==> src/rtl/evt_ctr_pkg.sv <==
`timescale 1ns/1ps
package evt_ctr_pkg;

    localparam int TID_W = 2;
    localparam int THR_W = 8;

    // Setup word, LSB first: threshold[7:0], usr 8, os 9, edge 10, inv 11,
    // any 12, owner [14:13]
    typedef struct packed {
        logic [TID_W-1:0] owner;
        logic             any_thr;
        logic             inv;
        logic             edge_det;
        logic             os_en;
        logic             usr_en;
        logic [THR_W-1:0] thresh;
    } ctr_cfg_t;

    localparam int CFG_W   = $bits(ctr_cfg_t);
    localparam int BAD_BIT = 15;
    localparam int OVF_LSB = 8;

endpackage

==> src/rtl/evt_ctr_qual.sv <==
`timescale 1ns/1ps
module evt_ctr_qual
    import evt_ctr_pkg::*;
#(
    parameter int OCC_W = 4
) (
    input  ctr_cfg_t         cfg,
    input  logic [OCC_W-1:0] occ,
    input  logic [1:0]       pl,
    input  logic [TID_W-1:0] tid,
    input  logic             prev,
    output logic             filt,
    output logic             bad,
    output logic [OCC_W-1:0] step
);

    localparam int CMP_W = (OCC_W > THR_W) ? OCC_W : THR_W;

    logic             ctx_ok;
    logic             lvl;
    logic             raw_mode;
    logic [CMP_W-1:0] occ_x;
    logic [CMP_W-1:0] thr_x;

    always_comb begin
        bad      = cfg.edge_det && (cfg.thresh == '0);
        ctx_ok   = ((pl == 2'd0) ? cfg.os_en : cfg.usr_en) &&
                   (cfg.any_thr || (tid == cfg.owner));
        occ_x    = CMP_W'(occ);
        thr_x    = (cfg.thresh == '0) ? CMP_W'(1) : CMP_W'(cfg.thresh);
        lvl      = (occ_x >= thr_x) ^ cfg.inv;
        filt     = ctx_ok && lvl && !bad;
        raw_mode = (cfg.thresh == '0) && !cfg.inv && !cfg.edge_det;
        if (bad || !ctx_ok) begin
            step = '0;
        end else if (raw_mode) begin
            step = occ;
        end else if (cfg.edge_det) begin
            step = OCC_W'(filt && !prev);
        end else begin
            step = OCC_W'(filt);
        end
    end

endmodule

==> src/rtl/evt_ctr_slot.sv <==
`timescale 1ns/1ps
module evt_ctr_slot
    import evt_ctr_pkg::*;
#(
    parameter int CTR_W = 48,
    parameter int OCC_W = 4
) (
    input  logic             clk,
    input  logic             rst_n,
    input  logic             run,
    input  logic             cfg_we,
    input  ctr_cfg_t         cfg_wdata,
    input  logic             cnt_we,
    input  logic [CTR_W-1:0] cnt_wdata,
    input  logic             ovf_clr,
    input  logic [OCC_W-1:0] occ,
    input  logic [1:0]       pl,
    input  logic [TID_W-1:0] tid,
    output ctr_cfg_t         cfg_q,
    output logic [CTR_W-1:0] cnt_q,
    output logic             ovf_q,
    output logic             bad
);

    typedef struct packed {
        ctr_cfg_t         cfg;
        logic [CTR_W-1:0] cnt;
        logic             ovf;
        logic             prev;
    } slot_t;

    slot_t            st_d, st_q;
    logic             filt;
    logic [OCC_W-1:0] step;
    logic [CTR_W:0]   sum;

    evt_ctr_qual #(.OCC_W(OCC_W)) u_qual (
        .cfg  (st_q.cfg),
        .occ  (occ),
        .pl   (pl),
        .tid  (tid),
        .prev (st_q.prev),
        .filt (filt),
        .bad  (bad),
        .step (step)
    );

    always_comb begin
        st_d      = st_q;
        st_d.prev = filt;
        sum       = {1'b0, st_q.cnt} + (CTR_W+1)'(step);
        if (ovf_clr) begin
            st_d.ovf = 1'b0;
        end
        if (cnt_we) begin
            st_d.cnt = cnt_wdata;
        end else if (run) begin
            st_d.cnt = sum[CTR_W-1:0];
            if (sum[CTR_W]) begin
                st_d.ovf = 1'b1;
            end
        end
        if (cfg_we) begin
            st_d.cfg = cfg_wdata;
        end
    end

    always_ff @(posedge clk or negedge rst_n) begin
        if (!rst_n) begin
            st_q <= '0;
        end else begin
            st_q <= st_d;
        end
    end

    assign cfg_q = st_q.cfg;
    assign cnt_q = st_q.cnt;
    assign ovf_q = st_q.ovf;

endmodule

==> src/rtl/evt_ctr_bank.sv <==
`timescale 1ns/1ps
module evt_ctr_bank
    import evt_ctr_pkg::*;
#(
    parameter int NUM_CTR = 4,
    parameter int CTR_W   = 48,
    parameter int OCC_W   = 4,
    parameter int ADDR_W  = 4,
    parameter int DATA_W  = 64
) (
    input  logic                     clk,
    input  logic                     rst_n,
    input  logic [NUM_CTR*OCC_W-1:0] occ_in,
    input  logic [1:0]               evt_pl,
    input  logic [TID_W-1:0]         evt_tid,
    input  logic                     reg_we,
    input  logic [ADDR_W-1:0]        reg_addr,
    input  logic [DATA_W-1:0]        reg_wdata,
    output logic [DATA_W-1:0]        reg_rdata
);

    localparam int CNT_BASE = NUM_CTR;
    localparam int GLB_ADDR = 2 * NUM_CTR;

    typedef struct packed {
        logic run;
    } glb_t;

    glb_t                     glb_d, glb_q;
    logic                     glb_we;
    logic [NUM_CTR-1:0]       cfg_we, cnt_we, ovf_clr;
    logic [NUM_CTR-1:0]       ovf_vec, bad_vec, usr_vec, os_vec;
    logic [NUM_CTR*CTR_W-1:0] cnt_flat;
    ctr_cfg_t                 cfg_arr [NUM_CTR];
    logic                     run_q;

    assign glb_we = reg_we && (int'(reg_addr) == GLB_ADDR);
    assign run_q  = glb_q.run;

    always_comb begin
        glb_d = glb_q;
        if (glb_we) begin
            glb_d.run = reg_wdata[0];
        end
    end

    always_ff @(posedge clk or negedge rst_n) begin
        if (!rst_n) begin
            glb_q <= '0;
        end else begin
            glb_q <= glb_d;
        end
    end

    for (genvar i = 0; i < NUM_CTR; i++) begin : g_slot
        assign cfg_we[i]  = reg_we && (int'(reg_addr) == i);
        assign cnt_we[i]  = reg_we && (int'(reg_addr) == CNT_BASE + i);
        assign ovf_clr[i] = glb_we && reg_wdata[OVF_LSB+i];
        assign usr_vec[i] = cfg_arr[i].usr_en;
        assign os_vec[i]  = cfg_arr[i].os_en;

        evt_ctr_slot #(.CTR_W(CTR_W), .OCC_W(OCC_W)) u_slot (
            .clk       (clk),
            .rst_n     (rst_n),
            .run       (glb_q.run),
            .cfg_we    (cfg_we[i]),
            .cfg_wdata (ctr_cfg_t'(reg_wdata[CFG_W-1:0])),
            .cnt_we    (cnt_we[i]),
            .cnt_wdata (reg_wdata[CTR_W-1:0]),
            .ovf_clr   (ovf_clr[i]),
            .occ       (occ_in[i*OCC_W +: OCC_W]),
            .pl        (evt_pl),
            .tid       (evt_tid),
            .cfg_q     (cfg_arr[i]),
            .cnt_q     (cnt_flat[i*CTR_W +: CTR_W]),
            .ovf_q     (ovf_vec[i]),
            .bad       (bad_vec[i])
        );
    end

    always_comb begin
        reg_rdata = '0;
        for (int i = 0; i < NUM_CTR; i++) begin
            if (int'(reg_addr) == i) begin
                reg_rdata[CFG_W-1:0] = cfg_arr[i];
                reg_rdata[BAD_BIT]   = bad_vec[i];
            end
            if (int'(reg_addr) == CNT_BASE + i) begin
                reg_rdata[CTR_W-1:0] = cnt_flat[i*CTR_W +: CTR_W];
            end
        end
        if (int'(reg_addr) == GLB_ADDR) begin
            reg_rdata[0]                   = glb_q.run;
            reg_rdata[OVF_LSB +: NUM_CTR]  = ovf_vec;
        end
    end

endmodule

==> config.mk <==
export PLATFORM = sky130hd
export DESIGN_NAME = evt_ctr_bank
export DESIGN_NICKNAME = d
export VERILOG_FILES = /design/src/rtl/evt_ctr_pkg.sv /design/src/rtl/evt_ctr_qual.sv /design/src/rtl/evt_ctr_slot.sv /design/src/rtl/evt_ctr_bank.sv
export SDC_FILE = /design/constraint.sdc
export NUM_CORES = 1
export LEC_CHECK = 0
export BUFFER_PORTS_ARGS = -buffer_cell sky130_fd_sc_hd__buf_4
export CAP_MARGIN = 15
export CORE_ASPECT_RATIO = 2
export CORE_MARGIN = 4
export CORE_UTILIZATION = 25
export CTS_CLUSTER_SIZE = 20
export DETAILED_ROUTE_END_ITERATION = 12
export HOLD_SLACK_MARGIN = 0.12
export PLACE_DENSITY = 0.46
export SETUP_SLACK_MARGIN = 0.2
export SLEW_MARGIN = 20
export SYNTH_ARGS = -nofsm -noshare
export SYNTH_HDL_FRONTEND = slang
export SYNTH_SLANG_ARGS = --single-unit
==> constraint.sdc <==
create_clock -name clk -period 4.05 [get_ports clk]
set_input_delay 1.215 -clock clk [delete_from_list [all_inputs] [get_ports clk]]
set_output_delay 1.215 -clock clk [all_outputs]
set_load 0.01 [all_outputs]
# Yosys cells after proc, flatten, opt, wreduce, memory -nomap -nowiden
# Index checks and enable logic that the tools add are counted.
[classes]
reduce_logical = 79
bitwise = 4
add_sub_neg = 4
n_mux = 50
n_lt_le_gt_ge = 4
n_eq_ne = 12
[ops]
columns = ["op", "count"]
rows = [
  ["$mux 48", 8],
  ["$add 48x4->49", 4],
  ["$mux 49", 4],
  ["$mux 16", 4],
  ["$logic_and 1x1->1", 41],
  ["$mux 4", 9],
  ["$ge 4x8->1", 4],
  ["$logic_not 8->1", 4],
  ["$mux 8", 4],
  ["$mux 1", 21],
  ["$eq 4x4->1 const B", 5],
  ["$logic_not 1->1", 20],
  ["$eq 2x2->1", 4],
  ["$eq 4x3->1 const B", 2],
  ["$logic_or 1x1->1", 8],
  ["$reduce_bool 2->1", 4],
  ["$eq 4x2->1 const B", 1],
  ["$logic_not 4->1", 1],
  ["$xor 1x1->1", 4],
  ["$logic_not 2->1", 1],
]
[totals]
register_bits = 261
inputBits = 91
out_inout_bits = 64
elab_cells = 194

# Logic depth before layout (Yosys ltp)
# Gate-level depths: netlist of the first run.
[logic_depth]
ltp_word = 14
mapped_depth = 18
depth_no_buf = 17

# Hierarchy
# Synthesis of the first run repeated with hierarchy kept, for this count alone.
[unflattened]
hier_cells = 2331
hier_area_um2 = 20508.4
[by_module_without_submodules]
columns = ["module", "n_inst", "cells_each", "area_per_inst_um2"]
rows = [
  ["evt_ctr_slot (g_slot[0].u_slot ...)", 2, 452, 4220.3],
  ["evt_ctr_slot (g_slot[2].u_slot ...)", 2, 437, 4171.5],
  ["evt_ctr_bank", 1, 393, 2596.2],
  ["evt_ctr_qual (g_slot[1].u_slot.u_qual ...)", 2, 41, 289.0],
  ["evt_ctr_qual (g_slot[0].u_slot.u_qual ...)", 2, 39, 275.3],
]

# Worst setup path before layout of the first run
# Ideal clock, no wire load.
[synth_path]
path_kind = "input to register"
from = "in evt_pl[1]"
to = "reg g_slot[0].u_slot.st_q, in the netlist g_slot[0].u_slot.cnt_q[40]"
setup_ns = 0.082
cell_stages = 14
t_arrival_ns = 4.606
path_slack_ns = -0.638
t_required_ns = 3.968
path_cell_list = "nor2_1 > mux2_2 > o21ai_0 > nor4_1 > a22o_1 > ha_1 > inv_1 > fa_1 > nand2b_1 > a2111o_1 > or4_1 > clkbuf_1 > or3_1 > a31oi_1"
[synth_via]
elab_chain_len = 12
[synth_lines]
columns = ["item", "line_no", "rtl"]
rows = [
  ["start: declaration", "evt_ctr_bank.sv:14", "input logic [1:0] evt_pl,"],
  ["$logic_not 2->1 (*)", "evt_ctr_qual.sv:27", "ctx_ok = ((pl == 2'd0) ? cfg.os_en : cfg.usr_en) &&"],
  ["$mux 1 (*)", "evt_ctr_qual.sv:27", ""],
  ["$logic_and 1x1->1 (*)", "evt_ctr_qual.sv:27", ""],
  ["$logic_and 1x1->1 (2 in a row)", "evt_ctr_qual.sv:32", "filt = ctx_ok && lvl && !bad;"],
  ["$logic_and 1x1->1", "evt_ctr_qual.sv:39", "step = OCC_W'(filt && !prev);"],
  ["$mux 1", "evt_ctr_qual.sv:38", "end else if (cfg.edge_det) begin"],
  ["$mux 4", "evt_ctr_qual.sv:36", "end else if (raw_mode) begin"],
  ["$mux 4 (*)", "evt_ctr_qual.sv:34", "if (bad || !ctx_ok) begin"],
  ["$add 48x4->49 (*)", "evt_ctr_slot.sv:51", "sum = {1'b0, st_q.cnt} + (CTR_W+1)'(step);"],
  ["$mux 49 (*)", "evt_ctr_slot.sv:57", "end else if (run) begin"],
  ["$mux 48 (*)", "evt_ctr_slot.sv:55", "if (cnt_we) begin"],
  ["end signal: assignment", "evt_ctr_slot.sv:72", "st_q <= st_d;"],
  ["end: declaration", "evt_ctr_slot.sv:32", "slot_t st_d, st_q;"],
]
# Every way passes the cells marked *; elsewhere a longest branch is shown, timed or not. The select of a mux whose other input is x is not followed.
# A chain may end at the register's enable or synchronous reset.

# Worst setup path in the final report of the first run
[layout_path]
from = "reg g_slot[0].u_slot.st_q, in the netlist g_slot[0].u_slot.cfg_q[0]"
to = "reg g_slot[0].u_slot.st_q, in the netlist g_slot[0].u_slot.cnt_q[46]"
[layout_via]
elab_chain_len = 13
[layout_lines]
columns = ["item", "line_no", "rtl"]
rows = [
  ["$logic_not 8->1", "evt_ctr_qual.sv:26, evt_ctr_qual.sv:30, evt_ctr_qual.sv:33", ""],
  ["$mux 8", "evt_ctr_qual.sv:30", "thr_x = (cfg.thresh == '0) ? CMP_W'(1) : CMP_W'(cfg.thresh);"],
  ["$ge 4x8->1", "evt_ctr_qual.sv:31", "lvl = (occ_x >= thr_x) ^ cfg.inv;"],
  ["$xor 1x1->1", "evt_ctr_qual.sv:31", ""],
  ["$logic_and 1x1->1 (2 in a row)", "evt_ctr_qual.sv:32", ""],
  ["$logic_and 1x1->1", "evt_ctr_qual.sv:39", ""],
  ["$mux 1", "evt_ctr_qual.sv:38", ""],
  ["$mux 4", "evt_ctr_qual.sv:36", ""],
  ["$mux 4 (*)", "evt_ctr_qual.sv:34", ""],
  ["$add 48x4->49 (*)", "evt_ctr_slot.sv:51", ""],
  ["$mux 49 (*)", "evt_ctr_slot.sv:57", ""],
  ["$mux 48 (*)", "evt_ctr_slot.sv:55", ""],
]
# Marked as above.

==> results of run 1 <==
critical path: stages, from the launching register on:
cell	delay, ns
dfrtp_1	0.41
nor4_2	0.47
nand2_4	0.10
nand2b_4	0.09
ha_4	0.19
nor3b_2	0.15
o21ai_1	0.09
o211ai_1	0.11
xnor2_1	0.16
a22o_1	0.19
ha_2	0.19
inv_2	0.04
fa_2	0.33
nand2b_4	0.15
a2111o_1	0.53
or4_4	0.49
or3_1	0.36
a31oi_1	0.14
worst max-delay path by stage:
stage | end | cells after the start | start | slack, ns
floorplan | g_slot[0].u_slot.cnt_q[40]$_DFFE_PN0P_ | 15 | occ_in[1] | -0.30
global placement | g_slot[0].u_slot.cnt_q[42]$_DFFE_PN0P_ | 15 | occ_in[1] | -0.63
detailed placement | g_slot[0].u_slot.cnt_q[46]$_DFFE_PN0P_ | 15 | occ_in[1] | -0.68
CTS | g_slot[0].u_slot.cnt_q[46]$_DFFE_PN0P_ | 18 | g_slot[0].u_slot.cfg_q[6]$_DFFE_PN0P_ | -0.29
global route | g_slot[0].u_slot.cnt_q[46]$_DFFE_PN0P_ | 18 | g_slot[0].u_slot.cfg_q[5]$_DFFE_PN0P_ | -0.38
finish | g_slot[0].u_slot.cnt_q[46]$_DFFE_PN0P_ | 17 | g_slot[0].u_slot.cfg_q[0]$_DFFE_PN0P_ | -0.22
routing by layer:
metal  part of all wire [%]  up-vias  global-route usage, %
li1                       -     8015                      -
met1                     33     8707                   22.4
met2                     52      629                   40.1
met3                    4.1      271                   1.90
met4                     10        0                   17.5
met5                      0        -                      0
per-stage QoR:
| stage | utilization (%) | hold WS [ns] | total power, mW | TNS, ns |
|---|---|---|---|---|
| final | 37.6 | 0.496 | 9.80 | -3.45 |
| after CTS | 35.5 | 0.503 | 9.67 | -2.20 |
| after floorplan | - | 0.451 | 5.17 | -1.72 |
| after detailed placement | 30.8 | 0.480 | 6.56 | -37.39 |
| after global routing | 37.6 | 0.535 | 10.3 | -10.33 |
| after global placement | 30.8 | 0.471 | 6.48 | -34.12 |
flip-flops by register name (all words and copies together), names as in the netlist:
register,count
g_slot.u_slot.ovf_q,4
g_slot.u_slot.st_q,4
glb_q,1
g_slot.u_slot.cfg_q,60
g_slot.u_slot.cnt_q,192
layout by cell type, fill, tap and decap left out, drive strengths merged, types with 26 or more instances in the layout:
cell	synthesis	layout
a22oi	64	64
a21oi	31	31
dfrtp	261	261
a31oi	80	80
or4	44	46
ha	32	32
nand3	78	78
buf	28	443
o31ai	26	26
o21ai	181	181
or3	35	35
xor2	51	51
nand2	281	281
mux2	68	68
nor2	138	138
nor3	36	36
xnor2	73	73
nor4	49	49
nand4	56	56
clkbuf	111	45
inv	52	52
cell type report:
class,instances,area share (%)
Clock inverter,12,0.476
Inverter,52,0.823
Multi-Input combinational cell,1562,46.8
Clock buffer,41,3.29
Tap cell,884,4.39
Timing Repair Buffer,448,18.3
Sequential cell,261,25.9
power breakdown:
part           internal, mW  total (mW)  switching [mW]
Sequential             3.20        4.26            1.06
Combinational          1.39        2.77            1.38
Clock                  1.55        2.76            1.21
cells by family (layout without fill, tap and decap cells):
group | after synthesis | after routing | synth area share, %
simple gates | 846 | 848 | 25.4
compound gates | 458 | 458 | 16.9
flops | 261 | 261 | 38.5
buf+inv | 191 | 553 | 4.64
xor+xnor | 124 | 124 | 6.40
mux | 80 | 80 | 5.37
fa+ha+maj | 36 | 36 | 2.83
other cells | 1 | 16 | 0.0221
what timing repair did:
item                                    4_1_cts  5_1_grt
endpoints found under the setup margin      112      150
pin swaps                                   135      147
setup buffers                                56       42
hold endpoints to repair                      0        0
gates resized for setup                     315      201
cloned                                       12        7
==> metrics.md, run 1 <==
| Metric | Value |
|---|---|
| Worst hold path cell count | 1 |
| Ys flop type | dfrtp_1 |
| Core ar. | between 60000 and 70000 sq um |
| Top cells by count, synth | nand2_1 (281), dfrtp_1 (261), o21ai_0 (180), nor2_1 (138), clkbuf_1 (110) |
| DRT iter0 DRCs | 1192 |
| Longest Clk Path Bufs | 3 |
| Placed instance area | 20700 sq um |
| Reg2Reg Setup Slack | -0.22 ns |
| Setup violators final | 35 |
| Vias in the first global route | 17.7k |
| Critical Path AT | about 4.8 ns |
| Initial antenna violation count | 0 |
| Detailed-route wire length | between 80000 and 90000 um |
| Worst setup margin | -0.220 ns |
| Synthesized flop and latch total | between 200 and 300 |
| Status | finished, violations left |
| Std-Cell Rows | about 130 |
| Drt wl/cell | roughly 25 um |
| Reg2reg start | g_slot[0].u_slot.cfg_q[0]$_DFFE_PN0P_ |
| Startpoint types | register |
| First-pass GRT wire length | approximately 120000 um |
| I/O Pins | approximately 160 |
| Slew headroom | around a fifth |
| Layout cell share with drive strength beyond 1 | a little over a third |
| Synth warn | 0 |
| Tmin final | 4.27 ns |
| Maxcap violations | 0 |
| Overflow left after global routing | 0 |
| Actual slew at the worst max-slew pin | roughly 1.2 ns |
| H-tree depth | 1 |
| Pwr Density | 388 nW/um^2 |
| CTS Hold Bufs | 0 |
| Max VDD drop | between 200 and 300 uV |
| Clk Latency, worst-skew pair | approximately 0.58 ns |
| Share of flip-flops with an asynchronous set or reset | 100% |
| Synth top area share | around two fifths |
| Filler cells | around 6.9k |
| Die area | 72400 sq um |
| Multi-input logic area | 11800 sq um |
| CTS tree | yes |
| Fin. max-slew vios | 0 |
| Hold Crit Class | register to register |
| Dpl cells | 3090 |
| Max Clock Freq | ~230 MHz |
| Highest net fanout along the worst path | 5 |
| Fin crit share | 105% |
| Fin nets | 2481 |
| Startpoint of the worst hold path | g_slot[0].u_slot.ovf_q$_DFF_PN0_ |
| RSZ-0062 raised after global routing | true |
| Leading cell type by number of instances after synthesis | nand2_1 |
| Layout Skew | 0.0153 ns |
| Pin count of the biggest net entering global routing | 92 |
| Failing checks | negative setup slack |
| Mapped Cells | 1997 |
| Area leader, netlist | dfrtp_1 |
| Final design area excluding fillers | ~25000 sq um |
| Sequential area share after synthesis | between 30% and 40% |
| Hold EP | g_slot[0].u_slot.ovf_q$_DFF_PN0_ |
| Via density per instance | 5.41 |
| Via count | between 15k and 20k |
| Post-route ant nets | 0 |
| First-pass DRT Iterations | 5 |
| Synthesis-to-layout area growth | 48.6% |
| Endpoint of the worst-slack reg-to-reg timing path | g_slot[0].u_slot.cnt_q[46]$_DFFE_PN0P_ |
| Fin. Hold Viols | 0 |
| Fin cells | 3260 |
| Critical path class | register to register |
| Post-synth EDFFs | 0 |
| Starting Density | roughly a quarter |
| Worst setup EP type | register |
| Leakage | between 10 and 15 nW |
| Mapped Area | 17000 sq um |
| Pre-CTS WS | -0.676 ns |
| CTS sink cnt | approximately 260 |
| Dpl hpwl | between 60000 and 70000 um |
| Worst EP required | 4.54 ns |
| Total GRT Usage | between 20 and 25% |
| Clock transition at path regs | approximately 0.070 ns |
| Root buf cell | clkbuf_16 |
| Port bufs | roughly 120 |
| Avg Cell Area, Syn | between 8 and 9 sq um |
| Main area contributors after synthesis | dfrtp_1 (38%), nand2_1 (6.2%), o21ai_0 (5.3%), mux2_2 (4.5%), xnor2_1 (3.8%) |
| Unique masters post-synth | between 60 and 70 |
| Cell depth of the worst flop-to-flop path | 17 |
| Num CTS Buffers | 29 |
| Routability cong. | about 0.97 |
| Die height | 377 um |
| Remaining DRCs | 0 |
| Antenna diodes | 0 |
| Horiz. Die Dim | 192 um |
| Register Area | 6530 sq um |
Note: power is estimated with default switching activity, not from simulation.
==> run 2, diff against run 1 <==
Settings changed: REMOVE_ABC_BUFFERS set to 1.
==> metrics.md, run 2 (same netlist as run 1, synthesis figures left out) <==
| Metric | Value |
|---|---|
| Status | finished, violations left |
| Failing checks | negative setup slack |
| Slew headroom | 20.4% (+0.61 points) |
| Layout cell share with drive strength beyond 1 | 34.9% (-0.91 points) |
| Fin cells | 3250 (-0.31%) |
| Pwr Density | 391 nW/um^2 (+0.57%) |
| Total GRT Usage | 21.8% (-0.11 points) |
| Via density per instance | 5.42 (+0.30%) |
| Combinational group share of total power | 28.5% (+0.2 points) |
| Cell depth of the worst flop-to-flop path | 18 (+1) |
| Sw frac | 37.7% (+0.35 points) |
| Remaining DRCs | 0 (unchanged) |
| Std-Cell Rows | 134 (unchanged) |
| Actual slew at the worst max-slew pin | 1.19 ns (-0.00915 ns) |
| Fin crit share | 104% (-1.2 points) |
| CP bufs+invs | 2 (+1) |
| Dpl hpwl | 61100 um (-0.78%) |
| Worst hold path cell count | 1 (unchanged) |
| Hold Crit Class | register to register |
| Drt wl/cell | 25.2 um (-0.71%) |
| Max Clock Freq | 237 MHz (+1.1%) |
| Port bufs | 122 (unchanged) |
| First-pass DRT Iterations | 5 (unchanged) |
| Num CTS Buffers | 29 (unchanged) |
| Horiz. Die Dim | 192 um (unchanged) |
| Antenna diodes | 0 (unchanged) |
| Pin count of the biggest net entering global routing | 87 (-5.4%) |
| First-pass GRT wire length | 118000 um (about the same) |
| Clk Latency, worst-skew pair | 0.60 ns (+0.02 ns) |
| Delay-heaviest family, CP | simple AND/OR/NAND/NOR gates |
| CP Cell Sequence | nor4_2 > buf_4 > nand2_4 > nand2b_4 > ha_4 > nor3b_2 > o21ai_1 > o211ai_1 > xnor2_1 > a22o_1 > ha_2 > inv_2 > fa_2 > nand2b_4 > a2111o_1 > or4_4 > or3_1 > a31oi_1 |
| Pint | 6.06 mW (-1.4%) |
| Worst path most repeated cell | nand2b_4 |
| Placed instance area | 20400 sq um (-1.4%) |
| Post-route ant nets | 0 (unchanged) |
| CTS sink cnt | 261 (unchanged) |
| Fin. Hold Viols | 0 (unchanged) |
| Synthesis-to-layout area growth | 46.5% |
| Critical-path top delay cell | or4_4 |
| Final design area excluding fillers | 24900 sq um (-1.4%) |
| Max VDD drop | 350 uV (+20%) |
| Die area | 72400 sq um (unchanged) |
| Fin. max-slew vios | 0 (unchanged) |
| Root buf cell | clkbuf_16 |
| CTS tree | yes |
| DRT iter0 DRCs | 1209 (+1.4%) |
| Fin nets | 2472 (-0.36%) |
| Commonest non-fill, non-tap cell in the layout | buf_4 |
| Highest net fanout along the worst path | 5 (unchanged) |
| Clock transition at path regs | 0.07 ns (about the same) |
| Die height | 377 um (unchanged) |
| Worst EP required | 4.56 ns (+0.02 ns) |
| Routability cong. | 0.927 (-4.0%) |
| Via count | 17.6k (-0.011%) |
| Layout Skew | 0.0210 ns (+0.00569 ns) |
| Starting Density | 25.3% (unchanged) |
| Switch Pwr | 3.66 mW (+0.11%) |
| Vias in the first global route | 17.8k (+0.38%) |
| Tmin final | 4.22 ns (-0.0469 ns) |
| Max reg flops | 192 (unchanged) |
| Filler cells | 6927 (+0.33%) |
| Critical path class | register to register |
| Part of the power in registers | 44.0% (+0.5 points) |
| Worst setup margin | -0.173 ns (+0.0469 ns) |
| Core ar. | 67100 sq um (unchanged) |
| Detailed-route wire length | 82100 um (-1.0%) |
| Clk pwr share | 27.4% (-0.8 points) |
| Critical Path AT | 4.74 ns (-0.02 ns) |
| Startpoint types | register |
| Maxcap violations | 0 (unchanged) |
| Dpl cells | 3107 (+0.55%) |
| Overflow left after global routing | 0 (unchanged) |
| I/O Pins | 155 (unchanged) |
| Initial antenna violation count | 0 (unchanged) |
| Reg2Reg Setup Slack | -0.17 ns (+0.05 ns) |
| Leakage | 9.94 nW (-1.5%) |
| RSZ-0062 raised after global routing | true |
| Worst setup EP type | register |
| H-tree depth | 1 (unchanged) |
| Setup violators final | 17 (-51%) |
| Commonest non-fill, non-tap cells in the layout | buf_4 (289), dfrtp_1 (260), nand2_1 (247), o21ai_0 (145), nor2_1 (130) |
| Crit path depth | 18 (+1) |
| Longest Clk Path Bufs | 3 (unchanged) |
| CTS Hold Bufs | 0 (unchanged) |
| Max incr delay on CP | 0.56 ns (+0.03 ns) |
## run 2: cell types whose count changed in the layout (fill, tap and decap cells not counted), sizes merged
cell / previous run / this run
inv: 52 / 53
clkbuf: 45 / 48
clkinvlp: 4 / 1
buf: 443 / 436
bufinv: 2 / 1
clkinv: 6 / 3
## run 2: area by class of cell
cell class / count / area (sq um) / area share (%)
Clock buffer: 46 / 830 / 3.33
Tap cell: 884 / 1110 / 4.45
Multi-Input combinational cell: 1562 / 11900 / 47.9
Clock inverter: 6 / 61.3 / 0.246
Timing Repair Buffer: 439 / 4230 / 17.0
Sequential cell: 261 / 6530 / 26.3
Inverter: 52 / 198 / 0.795
## run 2: per-stage QoR
stage	TNS (ns)	setup WS (ns)	util [%]	hold WS [ns]	total power, mW
finish	-1.63	-0.173	37.1	0.483	9.72
CTS	-1.93	-0.285	34.8	0.488	9.49
global route	-6.22	-0.366	37.1	0.510	10.2
floorplan	-466.40	-3.23	-	0.451	5.04
detailed placement	-92.73	-0.992	30.4	0.470	6.47
global placement	-82.22	-0.900	30.4	0.466	6.39
## run 2: per-layer routing
metal	up-vias	routed length, um	GRT usage, %
li1	7993	-	-
met3	240	3360	2.22
met4	0	8280	17.2
met5	-	0	0
met2	705	41900	39.0
met1	8682	28500	22.9
## run 2: power groups by stage
stage / clock network (mW) / registers, mW / logic, mW
after CTS: 2.72 / 4.21 / 2.56
after global routing: 2.82 / 4.35 / 3.02
after global placement: 0 / 4.17 / 2.22
after detailed placement: 0 / 4.19 / 2.28
final: 2.67 / 4.28 / 2.77
after floorplan: 0 / 3.77 / 1.27
## run 2: path summary, 6_finish.rpt
check | from | to
worst max register to register | g_slot[0].u_slot.cfg_q[6]$_DFFE_PN0P_ | g_slot[0].u_slot.cnt_q[42]$_DFFE_PN0P_
max in group asynchronous | rst_n | glb_q$_DFFE_PN0P_
worst min-delay path | g_slot[0].u_slot.ovf_q$_DFF_PN0_ | g_slot[0].u_slot.ovf_q$_DFF_PN0_
worst max-delay path | g_slot[0].u_slot.cfg_q[6]$_DFFE_PN0P_ | g_slot[0].u_slot.cnt_q[42]$_DFFE_PN0P_
worst min register to register | g_slot[0].u_slot.ovf_q$_DFF_PN0_ | g_slot[0].u_slot.ovf_q$_DFF_PN0_
min in group asynchronous | rst_n | g_slot[1].u_slot.cnt_q[34]$_DFFE_PN0P_
## run 2: worst register-to-register path: stages (launching register included)
cell and delay [ns]:
dfrtp_1 0.38, nor4_2 0.27, buf_4 0.18, nand2_4 0.06, nand2b_4 0.09, ha_4 0.19
nor3b_2 0.17, o21ai_1 0.10, o211ai_1 0.10, xnor2_1 0.17, a22o_1 0.19, ha_2 0.19
inv_2 0.04, fa_2 0.33, nand2b_4 0.15, a2111o_1 0.48, or4_4 0.57, or3_1 0.32
a31oi_1 0.19
## run 2: repair_timing
item	CTS	global route
setup buffers	46	31
pin swaps	130	125
gates cloned	9	5
resized for setup	341	229
endpoints found under the setup margin	167	179
==> run 3, diff against run 2 <==
Settings changed: PLACE_DENSITY 0.46 to 0.45.
==> metrics.md, run 3 (same netlist as run 1, synthesis figures left out) <==
| Metric | Value |
|---|---|
| Fin cells | 3267 (+0.52%) |
| Commonest non-fill, non-tap cells in the layout | buf_4 (289), dfrtp_1 (260), nand2_1 (244), o21ai_0 (147), buf_6 (119) |
| Pre-CTS WS | -0.925 ns (+0.0672 ns) |
| H-tree depth | 1 (unchanged) |
| Critical Path AT | 4.76 ns (+0.02 ns) |
| CTS tree | yes |
| Max incr delay on CP | 0.56 ns (about the same) |
| Detailed-route wire length | 81900 um (-0.21%) |
| Reg2reg start | g_slot[0].u_slot.cfg_q[6]$_DFFE_PN0P_ |
| Switch Pwr | 3.62 mW (-0.99%) |
| Filler cells | 6811 (-1.7%) |
| Die area | 72400 sq um (unchanged) |
| Register Area | 6530 sq um (unchanged) |
| CP Cell Sequence | nor4_4 > buf_4 > nand2_4 > nand2b_4 > ha_4 > nor3b_2 > o21ai_1 > o211ai_1 > xnor2_1 > a22o_1 > ha_2 > inv_2 > fa_2 > nand2b_4 > a2111o_1 > or4_4 > or3_1 > a31oi_1 |
| Die height | 377 um (unchanged) |
| Hold Crit Class | register to register |
| Clock transition at path regs | 0.06 ns (about the same) |
| Dpl cells | 3101 (-0.19%) |
| Hold EP | g_slot[0].u_slot.ovf_q$_DFF_PN0_ |
| I/O Pins | 155 (unchanged) |
| Starting Density | 25.3% (unchanged) |
| Critical-path top delay cell | or4_4 |
| Worst hold path cell count | 1 (unchanged) |
| Std-Cell Rows | 134 (unchanged) |
| Part of the power in registers | 44.1% (about the same) |
| First-pass DRT Iterations | 5 (unchanged) |
| Delay-heaviest family, CP | simple AND/OR/NAND/NOR gates |
| Via count | 17.5k (-0.83%) |
| Post-route ant nets | 0 (unchanged) |
| Final design area excluding fillers | 25000 sq um (+0.54%) |
| Critical path class | register to register |
| Initial antenna violation count | 0 (unchanged) |
| Remaining DRCs | 0 (unchanged) |
| Horiz. Die Dim | 192 um (unchanged) |
| Pin count of the biggest net entering global routing | 81 (-6.9%) |
| Pwr Density | 387 nW/um^2 (-0.89%) |
| CTS sink cnt | 261 (unchanged) |
| Fin. max-slew vios | 0 (unchanged) |
| Worst path most repeated cell | nand2b_4 |
| Fin. Hold Viols | 0 (unchanged) |
| Worst setup EP type | register |
| CTS Hold Bufs | 0 (unchanged) |
| Longest Clk Path Bufs | 3 (unchanged) |
| Synthesis-to-layout area growth | 47.3% |
| Actual slew at the worst max-slew pin | 1.16 ns (-0.0330 ns) |
| Overflow left after global routing | 0 (unchanged) |
| Leakage | 10.1 nW (+1.1%) |
| Setup violators final | 15 (-2) |
| Multi-input logic area | 11800 sq um (-0.76%) |
| Combinational group share of total power | 28.4% (about the same) |
| Layout Skew | 0.0145 ns (-0.00650 ns) |
| Commonest non-fill, non-tap cell in the layout | buf_4 |
| Clk pwr share | 27.5% (about the same) |
| Max VDD drop | 371 uV (+6.1%) |
| Max reg flops | 192 (unchanged) |
| Fin crit share | 105% (+0.66 points) |
| Slew headroom | 22.6% (+2.2 points) |
| Worst setup margin | -0.200 ns (-0.0268 ns) |
| Routability cong. | 0.927 (about the same) |
| DRT iter0 DRCs | 1111 (-8.1%) |
| Final Util | 37.3% (+0.20 points) |
| Maxcap violations | 0 (unchanged) |
| Startpoint of the worst hold path | g_slot[0].u_slot.ovf_q$_DFF_PN0_ |
| Root buf cell | clkbuf_16 |
| Worst EP required | 4.56 ns (about the same) |
| Startpoint types | register |
| Port bufs | 122 (unchanged) |
| Total GRT Usage | 21.9% (+0.11 points) |
| Max Clock Freq | 235 MHz (-0.63%) |
| Vias in the first global route | 17.8k (+0.051%) |
| Antenna diodes | 0 (unchanged) |
| Via density per instance | 5.35 (-1.4%) |
| Core ar. | 67100 sq um (unchanged) |
| First-pass GRT wire length | 119000 um (+0.68%) |
| Highest net fanout along the worst path | 5 (unchanged) |
| Layout cell share with drive strength beyond 1 | 35.8% (+0.93 points) |
| RSZ-0062 raised after global routing | true |
| Status | finished, violations left |
| Num CTS Buffers | 30 (+3.4%) |
| Clk Latency, worst-skew pair | 0.59 ns (about the same) |
| Tmin final | 4.25 ns (+0.0268 ns) |
| Endpoint of the worst-slack reg-to-reg timing path | g_slot[0].u_slot.cnt_q[38]$_DFFE_PN0P_ |
| Reg2Reg Setup Slack | -0.20 ns (-0.03 ns) |
| CP bufs+invs | 2 (unchanged) |
| Sw frac | 37.4% (-0.24 points) |
| Drt wl/cell | 25.1 um (-0.73%) |
| Pint | 6.06 mW (about the same) |
| Fin nets | 2488 (+0.65%) |
| Failing checks | negative setup slack |
| Placed instance area | 20400 sq um (about the same) |
| Dpl hpwl | 61200 um (+0.15%) |
| Cell depth of the worst flop-to-flop path | 18 (unchanged) |
[run 3: worst max-delay path by stage]
stage	from	endpoint	slack [ns]	cells past startpoint
floorplan	reg_addr[3]	reg_rdata[0]	-3.23	4
global placement	evt_pl[1]	g_slot[0].u_slot.cnt_q[40]$_DFFE_PN0P_	-0.88	16
detailed placement	evt_pl[1]	g_slot[0].u_slot.cnt_q[44]$_DFFE_PN0P_	-0.93	16
CTS	g_slot[0].u_slot.cfg_q[6]$_DFFE_PN0P_	g_slot[0].u_slot.cnt_q[38]$_DFFE_PN0P_	-0.30	18
global route	g_slot[0].u_slot.cfg_q[6]$_DFFE_PN0P_	g_slot[0].u_slot.cnt_q[38]$_DFFE_PN0P_	-0.36	18
finish	g_slot[0].u_slot.cfg_q[6]$_DFFE_PN0P_	g_slot[0].u_slot.cnt_q[38]$_DFFE_PN0P_	-0.20	18
[run 3: power by group through the flow]
stage,Clock [mW],Sequential [mW],Combinational (mW)
3_3_place_gp,0,4.15,2.21
5_1_grt,2.82,4.35,3.00
3_5_place_dp,0,4.18,2.27
4_1_cts,2.72,4.23,2.59
6_report,2.66,4.27,2.75
2_1_floorplan,0,3.77,1.27
[run 3: what timing repair did]
item,in CTS,in global routing
pin swaps,125,123
setup endpoints to repair,153,147
cloned,10,3
setup buffers,67,32
resized for setup,409,174
endpoints found under the hold margin,0,0
[run 3: per-layer routing]
metal / track usage (%) / vias to the layer above / share of wire (%)
met5: 0 / - / 0
met4: 16.8 / 0 / 9.9
met3: 2.00 / 223 / 4.0
met2: 39.5 / 615 / 51
met1: 23.2 / 8606 / 35
li1: - / 8029 / -
[run 3: layout make-up]
cell class | instances | share of cell area, %
clock inverter | 5 | 0.145
multi-input combinational | 1562 | 47.3
timing repair buffer | 454 | 17.7
sequential | 261 | 26.1
clock buffer | 49 | 3.49
tap | 884 | 4.42
inverter | 52 | 0.790
[run 3: stage by stage]
step / TNS (ns) / hold slack [ns] / total power, mW
after floorplan: -466.40 / 0.451 / 5.04
after global placement: -76.74 / 0.467 / 6.37
after detailed placement: -81.35 / 0.471 / 6.45
after CTS: -2.54 / 0.504 / 9.53
after global routing: -4.95 / 0.542 / 10.2
final: -1.14 / 0.500 / 9.68
